## src/rtl/cae_pkg.sv

```systemverilog
package cae_pkg;

  typedef enum logic [1:0] {
    AM_FIXED  = 2'd0,
    AM_INCR   = 2'd1,
    AM_STRIDE = 2'd2,
    AM_RSVD   = 2'd3
  } addr_mode_e;

  // Mode word field positions decoded by this block
  localparam int SRC_MODE_LSB = 16;
  localparam int MODE_FLD_W   = 2;

  // Event vector bit positions
  localparam int EV_BLOCK = 0;
  localparam int EV_SUPER = 1;
  localparam int EV_FRAME = 2;
  localparam int EV_HALF  = 3;
  localparam int EV_LAST  = 4;
  localparam int EV_W     = 5;

endpackage

```

## src/rtl/cae_frame_ctr.sv

```systemverilog
module cae_frame_ctr
  import cae_pkg::*;
#(
  parameter int FLEN_W     = 20,
  parameter int FCNT_W     = 12,
  parameter int BEAT_BYTES = 4
) (
  input  logic              clk,
  input  logic              rst_n,
  input  logic              load,
  input  logic [FLEN_W-1:0] cfg_len,
  input  logic [FCNT_W-1:0] cfg_cnt,
  input  logic              beat,
  output logic              active,
  output logic              step,
  output logic              frame_end,
  output logic [FLEN_W-1:0] remain_bytes,
  output logic [FCNT_W-1:0] remain_frames,
  output logic [EV_W-1:0]   evt
);

  localparam logic [FLEN_W-1:0] STEP_B = FLEN_W'(BEAT_BYTES);

  logic              act_q, act_d;
  logic [FLEN_W-1:0] len_q, len_d;
  logic [FLEN_W-1:0] rem_q, rem_d;
  logic [FCNT_W-1:0] frm_q, frm_d;
  logic              half_q, half_d;
  logic [EV_W-1:0]   evt_q, evt_d;
  logic              last_beat;
  logic [FLEN_W-1:0] rem_dec;
  logic              en;

  assign step      = beat & act_q & ~load;
  assign last_beat = (rem_q <= STEP_B);
  assign rem_dec   = last_beat ? '0 : rem_q - STEP_B;
  assign frame_end = step & last_beat;
  assign en        = load | step;

  always_comb begin
    act_d  = act_q;
    len_d  = len_q;
    rem_d  = rem_q;
    frm_d  = frm_q;
    half_d = half_q;
    evt_d  = '0;
    if (load) begin
      len_d  = cfg_len;
      rem_d  = cfg_len;
      frm_d  = cfg_cnt;
      half_d = 1'b0;
      if (cfg_len == '0 || cfg_cnt == '0) begin
        act_d           = 1'b0;
        evt_d[EV_BLOCK] = 1'b1;
        evt_d[EV_SUPER] = 1'b1;
        evt_d[EV_FRAME] = 1'b1;
      end else begin
        act_d          = 1'b1;
        evt_d[EV_LAST] = (cfg_cnt == FCNT_W'(1));
      end
    end else if (step) begin
      rem_d = rem_dec;
      if (!half_q && rem_dec <= (len_q >> 1)) begin
        evt_d[EV_HALF] = 1'b1;
        half_d         = 1'b1;
      end
      if (last_beat) begin
        evt_d[EV_FRAME] = 1'b1;
        if (frm_q == FCNT_W'(1)) begin
          frm_d           = '0;
          act_d           = 1'b0;
          evt_d[EV_BLOCK] = 1'b1;
          evt_d[EV_SUPER] = 1'b1;
        end else begin
          frm_d          = frm_q - FCNT_W'(1);
          rem_d          = len_q;
          half_d         = 1'b0;
          evt_d[EV_LAST] = (frm_q == FCNT_W'(2));
        end
      end
    end
  end

  always_ff @(posedge clk or negedge rst_n) begin
    if (!rst_n) begin
      act_q  <= 1'b0;
      len_q  <= '0;
      rem_q  <= '0;
      frm_q  <= '0;
      half_q <= 1'b0;
    end else if (en) begin
      act_q  <= act_d;
      len_q  <= len_d;
      rem_q  <= rem_d;
      frm_q  <= frm_d;
      half_q <= half_d;
    end
  end

  always_ff @(posedge clk or negedge rst_n) begin
    if (!rst_n) evt_q <= '0;
    else        evt_q <= evt_d;
  end

  assign active        = act_q;
  assign remain_bytes  = rem_q;
  assign remain_frames = frm_q;
  assign evt           = evt_q;

endmodule

```

## src/rtl/cae_ptr_gen.sv

```systemverilog
module cae_ptr_gen
  import cae_pkg::*;
#(
  parameter int AW         = 32,
  parameter int BEAT_BYTES = 4
) (
  input  logic          clk,
  input  logic          rst_n,
  input  logic          load,
  input  logic [AW-1:0] cfg_addr,
  input  logic [AW-1:0] cfg_stride,
  input  logic [1:0]    cfg_mode,
  input  logic          step,
  input  logic          frame_end,
  output logic [AW-1:0] cur_addr
);

  localparam logic [AW-1:0] STEP_A = AW'(BEAT_BYTES);

  addr_mode_e    mode_q, mode_d;
  logic [AW-1:0] base_q, base_d;
  logic [AW-1:0] strd_q, strd_d;
  logic [AW-1:0] ptr_q, ptr_d;
  logic          en;

  assign en = load | step;

  always_comb begin
    mode_d = mode_q;
    base_d = base_q;
    strd_d = strd_q;
    ptr_d  = ptr_q;
    if (load) begin
      mode_d = addr_mode_e'(cfg_mode);
      base_d = cfg_addr;
      strd_d = cfg_stride;
      ptr_d  = cfg_addr;
    end else if (step) begin
      case (mode_q)
        AM_INCR: ptr_d = ptr_q + STEP_A;
        AM_STRIDE: begin
          if (frame_end) begin
            base_d = base_q + strd_q;
            ptr_d  = base_q + strd_q;
          end else begin
            ptr_d  = ptr_q + STEP_A;
          end
        end
        default: ptr_d = ptr_q;
      endcase
    end
  end

  always_ff @(posedge clk or negedge rst_n) begin
    if (!rst_n) begin
      mode_q <= AM_FIXED;
      base_q <= '0;
      strd_q <= '0;
      ptr_q  <= '0;
    end else if (en) begin
      mode_q <= mode_d;
      base_q <= base_d;
      strd_q <= strd_d;
      ptr_q  <= ptr_d;
    end
  end

  assign cur_addr = ptr_q;

endmodule

```

## src/rtl/chan_addr_engine.sv

```systemverilog
module chan_addr_engine
  import cae_pkg::*;
#(
  parameter int AW         = 32,
  parameter int MODE_W     = 32,
  parameter int FLEN_W     = 20,
  parameter int FCNT_W     = 12,
  parameter int BEAT_BYTES = 4
) (
  input  logic              clk,
  input  logic              rst_n,
  input  logic              load,
  input  logic [MODE_W-1:0] cfg_mode,
  input  logic [AW-1:0]     cfg_src_addr,
  input  logic [AW-1:0]     cfg_dst_addr,
  input  logic [AW-1:0]     cfg_src_stride,
  input  logic [AW-1:0]     cfg_dst_stride,
  input  logic [FLEN_W-1:0] cfg_frame_len,
  input  logic [FCNT_W-1:0] cfg_frame_cnt,
  input  logic              beat,
  output logic              active,
  output logic [AW-1:0]     cur_src,
  output logic [AW-1:0]     cur_dst,
  output logic [FLEN_W-1:0] remain_bytes,
  output logic [FCNT_W-1:0] remain_frames,
  output logic [EV_W-1:0]   evt
);

  localparam int NSIDE = 2;

  logic          step;
  logic          frame_end;
  logic [AW-1:0] side_addr   [NSIDE];
  logic [AW-1:0] side_stride [NSIDE];
  logic [AW-1:0] side_ptr    [NSIDE];
  logic          unused_mode_bits;

  // Bits of the mode word outside the two address-mode fields are decoded elsewhere
  assign unused_mode_bits = ^cfg_mode;

  assign side_addr[0]   = cfg_src_addr;
  assign side_addr[1]   = cfg_dst_addr;
  assign side_stride[0] = cfg_src_stride;
  assign side_stride[1] = cfg_dst_stride;

  cae_frame_ctr #(
    .FLEN_W    (FLEN_W),
    .FCNT_W    (FCNT_W),
    .BEAT_BYTES(BEAT_BYTES)
  ) u_ctr (
    .clk          (clk),
    .rst_n        (rst_n),
    .load         (load),
    .cfg_len      (cfg_frame_len),
    .cfg_cnt      (cfg_frame_cnt),
    .beat         (beat),
    .active       (active),
    .step         (step),
    .frame_end    (frame_end),
    .remain_bytes (remain_bytes),
    .remain_frames(remain_frames),
    .evt          (evt)
  );

  // Side 0 = source (mode field at 17:16), side 1 = destination (19:18)
  for (genvar g = 0; g < NSIDE; g++) begin : g_side
    cae_ptr_gen #(
      .AW        (AW),
      .BEAT_BYTES(BEAT_BYTES)
    ) u_ptr (
      .clk       (clk),
      .rst_n     (rst_n),
      .load      (load),
      .cfg_addr  (side_addr[g]),
      .cfg_stride(side_stride[g]),
      .cfg_mode  (cfg_mode[SRC_MODE_LSB + MODE_FLD_W*g +: MODE_FLD_W]),
      .step      (step),
      .frame_end (frame_end),
      .cur_addr  (side_ptr[g])
    );
  end

  assign cur_src = side_ptr[0];
  assign cur_dst = side_ptr[1];

endmodule

```

## config.mk

```make
export PLATFORM = sky130hd
export DESIGN_NAME = chan_addr_engine
export DESIGN_NICKNAME = d
export VERILOG_FILES = /design/src/rtl/cae_pkg.sv /design/src/rtl/cae_frame_ctr.sv /design/src/rtl/cae_ptr_gen.sv /design/src/rtl/chan_addr_engine.sv
export SDC_FILE = /design/constraint.sdc
export NUM_CORES = 1
export LEC_CHECK = 0
export BUFFER_PORTS_ARGS = -buffer_cell sky130_fd_sc_hd__buf_2
export CORE_MARGIN = 5
export CORE_UTILIZATION = 55
export CTS_CLUSTER_DIAMETER = 120
export DETAILED_ROUTE_END_ITERATION = 12
export PLACE_DENSITY = 0.79
export SYNTH_ARGS = -nofsm -noshare
export SYNTH_HDL_FRONTEND = slang
export SYNTH_SLANG_ARGS = --single-unit
```

## constraint.sdc

```tcl
create_clock -name clk -period 3.8 [get_ports clk]
set_input_delay 0.95 -clock clk [delete_from_list [all_inputs] [get_ports clk]]
set_output_delay 0.95 -clock clk [all_outputs]
set_load 0.02 [all_outputs]
```

# ---- Word-level counts from Yosys, hierarchy flattened
# Cells that the tools add are included.
dict set report word_totals {
  register_bits 255
  word_cells 101
  input_bits 196
}
dict set report op_classes {
  addsub 6
  reduce_logical 21
  n_lt_le_gt_ge 2
  n_mux 46
  eq_ne 7
  bitwise 5
}
# cell count
set ops {}
lappend ops {{2-to-1 mux 32 bit} 14}
lappend ops {{one-hot mux 32 bit (2 select lines)} 2}
lappend ops {{2-to-1 mux 20 bit} 5}
lappend ops {{adder 32 x 3 -> 32 bit (second input constant)} 2}
lappend ops {{adder 32 bit} 2}
lappend ops {{2-to-1 mux 12 bit} 4}
lappend ops {{== test 12 x 1 -> 1 bit (second input constant)} 2}
lappend ops {{<= comparator 20 x 19 -> 1 bit} 1}
lappend ops {{<= comparator 20 x 3 -> 1 bit (second input constant)} 1}
lappend ops {{zero test 20 bit} 1}
lappend ops {{subtractor 20 x 3 -> 20 bit (second input constant)} 1}
lappend ops {{2-to-1 mux 1 bit} 16}
lappend ops {{== test 12 x 2 -> 1 bit (second input constant)} 1}
lappend ops {{zero test 12 bit} 1}
lappend ops {{AND reduction 4 bit} 3}
lappend ops {{nonzero test 2 bit} 6}
lappend ops {{subtractor 12 x 1 -> 12 bit (second input constant)} 1}
lappend ops {{2-to-1 mux 3 bit} 3}
lappend ops {{AND reduction 3 bit} 3}
lappend ops {{nonzero test 3 bit} 2}
lappend ops {{2-to-1 mux 5 bit} 1}
lappend ops {{== test 2 x 1 -> 1 bit (second input constant)} 2}
lappend ops {{== test 2 bit (second input constant)} 2}
lappend ops {{AND reduction 2 bit} 2}
lappend ops {{7 further kinds} 9}

# ---- Depth between registers and ports, before layout
dict set report logic_depth {
  depth_word 9
  ltp_mapped 17
  mapped_depth_nobuf 16
}

# ---- Hierarchy
# A second synthesis with hierarchy kept.
dict set report unflattened {
  hier_cells 1929
  hier_area_um2 16852.4
}
# mod cells_each n_inst area_each_um2
set by_module_without_submodules {}
lappend by_module_without_submodules {cae_ptr_gen 749 2 6575.1}
lappend by_module_without_submodules {cae_frame_ctr 431 1 3702.3}

# ---- Least setup slack after synthesis
# No wires, ideal clock.
dict set report synth_path {
  path_type {register to register}
  from {register u_ctr.rem_q[2], in the netlist u_ctr.remain_bytes[2]}
  to {register u_ctr.evt_q[3], in the netlist u_ctr.evt[3]}
  n_path_buf 1
  path_slack_ns 0.151
  path_stages_with_launch 17
  arrival_time_ns 3.561
  period_less_slack_ns 3.649
  setup_time_ns 0.088
  t_required_ns 3.712
  cell_sequence {dfrtp_1 -> ha_1 -> nor3b_1 -> o2111ai_1 -> nor3_1 -> clkbuf_1 -> nor2b_1 -> ha_1 -> nor2b_1 -> o21a_1 -> o21a_1 -> o21ai_0 -> o211ai_1 -> a221oi_1 -> o21ai_0 -> a21oi_1 -> nor3b_1}
}
dict set report synth_via {
  elab_chain_cells 7
  word_cells_on_any_way 8
  cone_classes {1 x add/sub; 2 x order compare; 4 x mux; 1 x reduce/logical}
}
# item line
set synth_lines {}
lappend synth_lines {{from (decl)} cae_frame_ctr.sv:26} ;# logic [FLEN_W-1:0] rem_q, rem_d;
lappend synth_lines {{from (signal assigned)} cae_frame_ctr.sv:94} ;# rem_q <= rem_d;
lappend synth_lines {{subtractor 20 x 3 -> 20 bit / <= comparator 20 x 3 -> 1 bit (equally long branches)} {cae_frame_ctr.sv:36, cae_frame_ctr.sv:35}}
lappend synth_lines {{2-to-1 mux 20 bit *} cae_frame_ctr.sv:36} ;# assign rem_dec = last_beat ? '0 : rem_q - STEP_B;
lappend synth_lines {{<= comparator 20 x 19 -> 1 bit *} cae_frame_ctr.sv:63} ;# if (!half_q && rem_dec <= (len_q >> 1)) begin
lappend synth_lines {{logical AND 1 bit *} cae_frame_ctr.sv:63}
lappend synth_lines {{2-to-1 mux 1 bit *} cae_frame_ctr.sv:63}
lappend synth_lines {{2-to-1 mux 5 bit *} cae_frame_ctr.sv:61} ;# end else if (step) begin
lappend synth_lines {{2-to-1 mux 1 bit *} cae_frame_ctr.sv:47} ;# if (load) begin
lappend synth_lines {{net u_ctr.evt_d[3]} cae_frame_ctr.sv:29} ;# logic [EV_W-1:0] evt_q, evt_d;
lappend synth_lines {{to (signal assigned)} cae_frame_ctr.sv:102} ;# else evt_q <= evt_d;
lappend synth_lines {{to (decl)} cae_frame_ctr.sv:29}
# Mark *: on every way through the listed nets, which the timed path passes. The rest lies on a longest branch.
# A chain may end at the register's enable or synchronous reset.

# ---- Worst setup path in the final report
dict set report layout_path {
  from {register u_ctr.rem_q[12], in the netlist u_ctr.remain_bytes[12]}
  to {register u_ctr.evt_q[3], in the netlist u_ctr.evt[3]}
}
# Same word-level chain as after synthesis.

==> impl_metrics.ini <==
[route]
avgRoutedWirePerCell_um = 19.84
firstDrtPassIters = 6
vias = 15568
drt_wl_total_mm = 49.72
ant_nets = 0
drcViolationCount = 0
viasPerCell = 6.212
drtIter0Drc = 1463

[synthesis]
synth_top_area_share_pct = 38.71
synth_enable_flop_cells = 0
async_flop_share_pct = 100.0
seq_area_frac_synth_pct = 38.71
syn_area_per_cell_um2 = 8.847
ys_types = 81
synth_ff_type = dfrtp_1
yosysWarnings = 0
synthCells = 1856
yosysTopAreaCell = dfrtp_1
syn_area_um2 = 16420
synth_seq_cells = 254
syn_nets = 2142
synth.area.top_cells = dfrtp_1, ha_1, a21oi_1, mux2_2, o21ai_0

[layout]
final_common_cell = buf_2
fillers = 2459
layout.nets = 2382
drive_gt1_share_pct = 21.17
syn_to_final_growth_pct = 16.64
post-route-util_pct = 64.79
diodes = 0
design_area_um2 = 19150
layout_common_cells = buf_2, dfrtp_1, nand2_1, a21oi_1, o21ai_0

[die]
die_x_um = 182.8
rows = 63
pin_count = 298
initial_core_util_pct = 55.55
die_area_um2 = 33410
coreArea_um2 = 29560
die_h_um = 182.8

[timing]
min_period_ns = 3.514
finalHoldViolCount = 0
min_period_over_period_pct = 92.48
tightest_slew_ns = 0.7915
max_freq_mhz = 284.6
skew_ns = 0.02442
fin_tns_setup_ns = 0
slew_violations = 0
setup_violations = 0
slew_headroom_pct = 47.24
grt_setup_unrepaired = false

[global_route]
grt_pass1_wl_mm = 78.87
grt_pass1_vias = 15104
grt_use_total_pct = 28.63
antenna_found_initial = 4
grt_max_degree = 98
grt-ovfl-total = 0

[worst_setup_path]
arrival_ns = 3.98
path_cells = or4_4, nand2b_4, nor3_4, buf_4, nor2b_1, ha_1, nor2b_1, o21a_1, o21a_1, o21ai_0, o211ai_1, a221oi_1, o21ai_0, a21oi_1, nor3b_1
start_kind = flip-flop
slowest_stage = or4_4
crit_path_end_kind = flip-flop
path_max_fanout = 7
criticalPathCategory = reg2reg
worstPathRequired_ns = 4.27
max_stage_delay_ns = 0.59

[pwr]
cellPowerDensity_nw_per_um2 = 502.2
ir_drop_mv = 0.3844
p_leak_nw = 8.647
totalPowerFinal_mw = 9.619

[clock_tree]
clk_pin_slew_ns = 0.06
clkSinkCount = 254
clockBufferDepth = 3
cts_max_level = 1
cts_tree = yes
cts_root_buffer = clkbuf_16
cts_made_buffers = 29
cts-hold-fix-buffers = 0
clock_latency_ns = 0.57

[outcome]
status = completed

[place]
dpl_cell_area_um2 = 18210
hpwl_mm = 36.10
portBuffers = 269
place.gp.congestion = 1.013

[job]
drv_cap = 0

[worst_hold_path]
hold_path_class = in2async
-- where the power goes --
part | internal [mW] | switching [mW] | total [mW]
Combinational | 1.38 | 1.98 | 3.36
Clock | 1.61 | 1.15 | 2.76
Sequential | 3.09 | 0.408 | 3.49
-- cell families (layout without fill, tap and decap cells) --
kind of cell             after synthesis  after routing  share of synthesized area [%]
AO/OA/AOI/OAI                        633            633                          24.14
XOR/XNOR                              83             83                          4.427
adder cells (fa/ha/maj)               90             90                          6.950
buffers and inverters                148            408                          3.650
flip-flops                           254            254                          38.71
multiplexers                          85             85                          5.708
AND/OR/NAND/NOR                      563            563                          16.41
-- Yosys cell counts, drive strengths merged, types with 35 or more instances --
cell / count
a211oi: 36
a21o: 48
a21oi: 168
clkbuf: 71
dfrtp: 254
ha: 88
inv: 51
mux2: 69
nand2: 198
nand3: 46
nor2: 138
nor3: 37
o21ai: 178
xnor2: 48
xor2: 35
-- cell type report --
cell class                 instances  area (um2)  share of cell area [%]
clock buffer                      42       854.6                   4.462
clock inverter                     9       73.82                  0.3854
inverter                          51       191.4                  0.9995
multi-input combinational       1454        9494                   49.57
sequential                       254        6356                   33.19
tap                              390       488.0                   2.548
timing repair buffer             306        1694                   8.846
-- flip-flops by register name (all words and copies together) (netlist names), 4 cells and up, named ones only --
register,cells
u_ctr.remain_bytes,18
g_side.u_ptr.base_q,64
g_side.u_ptr.strd_q,64
g_side.u_ptr.cur_addr,64
u_ctr.evt,4
u_ctr.remain_frames,12
u_ctr.len_q,20
g_side.u_ptr.mode_q,4
-- metrics by stage --
stage,worst slack [ns],cells,hold slack [ns]
after floorplan,0.1508,1856,0.4079
after global placement,0.3163,2455,0.4198
after detailed placement,0.2470,2455,0.4229
after CTS,0.2173,2506,0.4439
after global routing,0.01327,2506,0.4564
final,0.2859,2506,0.4377
-- worst paths after layout --
path	slack (ns)	start	cells after the start	to
max	0.29	u_ctr.remain_bytes[12]	15	u_ctr.evt[3]
min	0.44	rst_n	1	g_side[1].u_ptr.strd_q[10]
max reg2reg	0.29	u_ctr.remain_bytes[12]	15	u_ctr.evt[3]
min reg2reg	0.45	u_ctr.half_q	1	u_ctr.evt[3]
max in group asynchronous	2.49	rst_n	2	g_side[0].u_ptr.base_q[29]
min in group clk	0.45	u_ctr.half_q	1	u_ctr.evt[3]
-- per-layer routing --
layer / vias to the layer above / GRT usage (%) / part of all wire, %
met5: - / 0 / 0.088
met4: 8 / 10.82 / 4.2
met3: 143 / 5.831 / 9.1
met2: 769 / 45.84 / 46
met1: 7360 / 38.74 / 41
li1: 7288 / - / -
-- worst max-delay path, delay by kind of cell (launching register included) --
kind	cells	cell delay, ns
buffers and inverters	1	0.18
AOI/OAI and AO/OA	7	1.19
DFF	1	0.44
adders and majority gates	1	0.28
and+or+nand+nor	6	1.33
-- what timing repair did --
item	4_1_cts	5_1_grt
gates resized for setup	0	2
endpoints found under the setup margin	0	1
setup buffers	0	0
(Power assumes the default switching activity.)
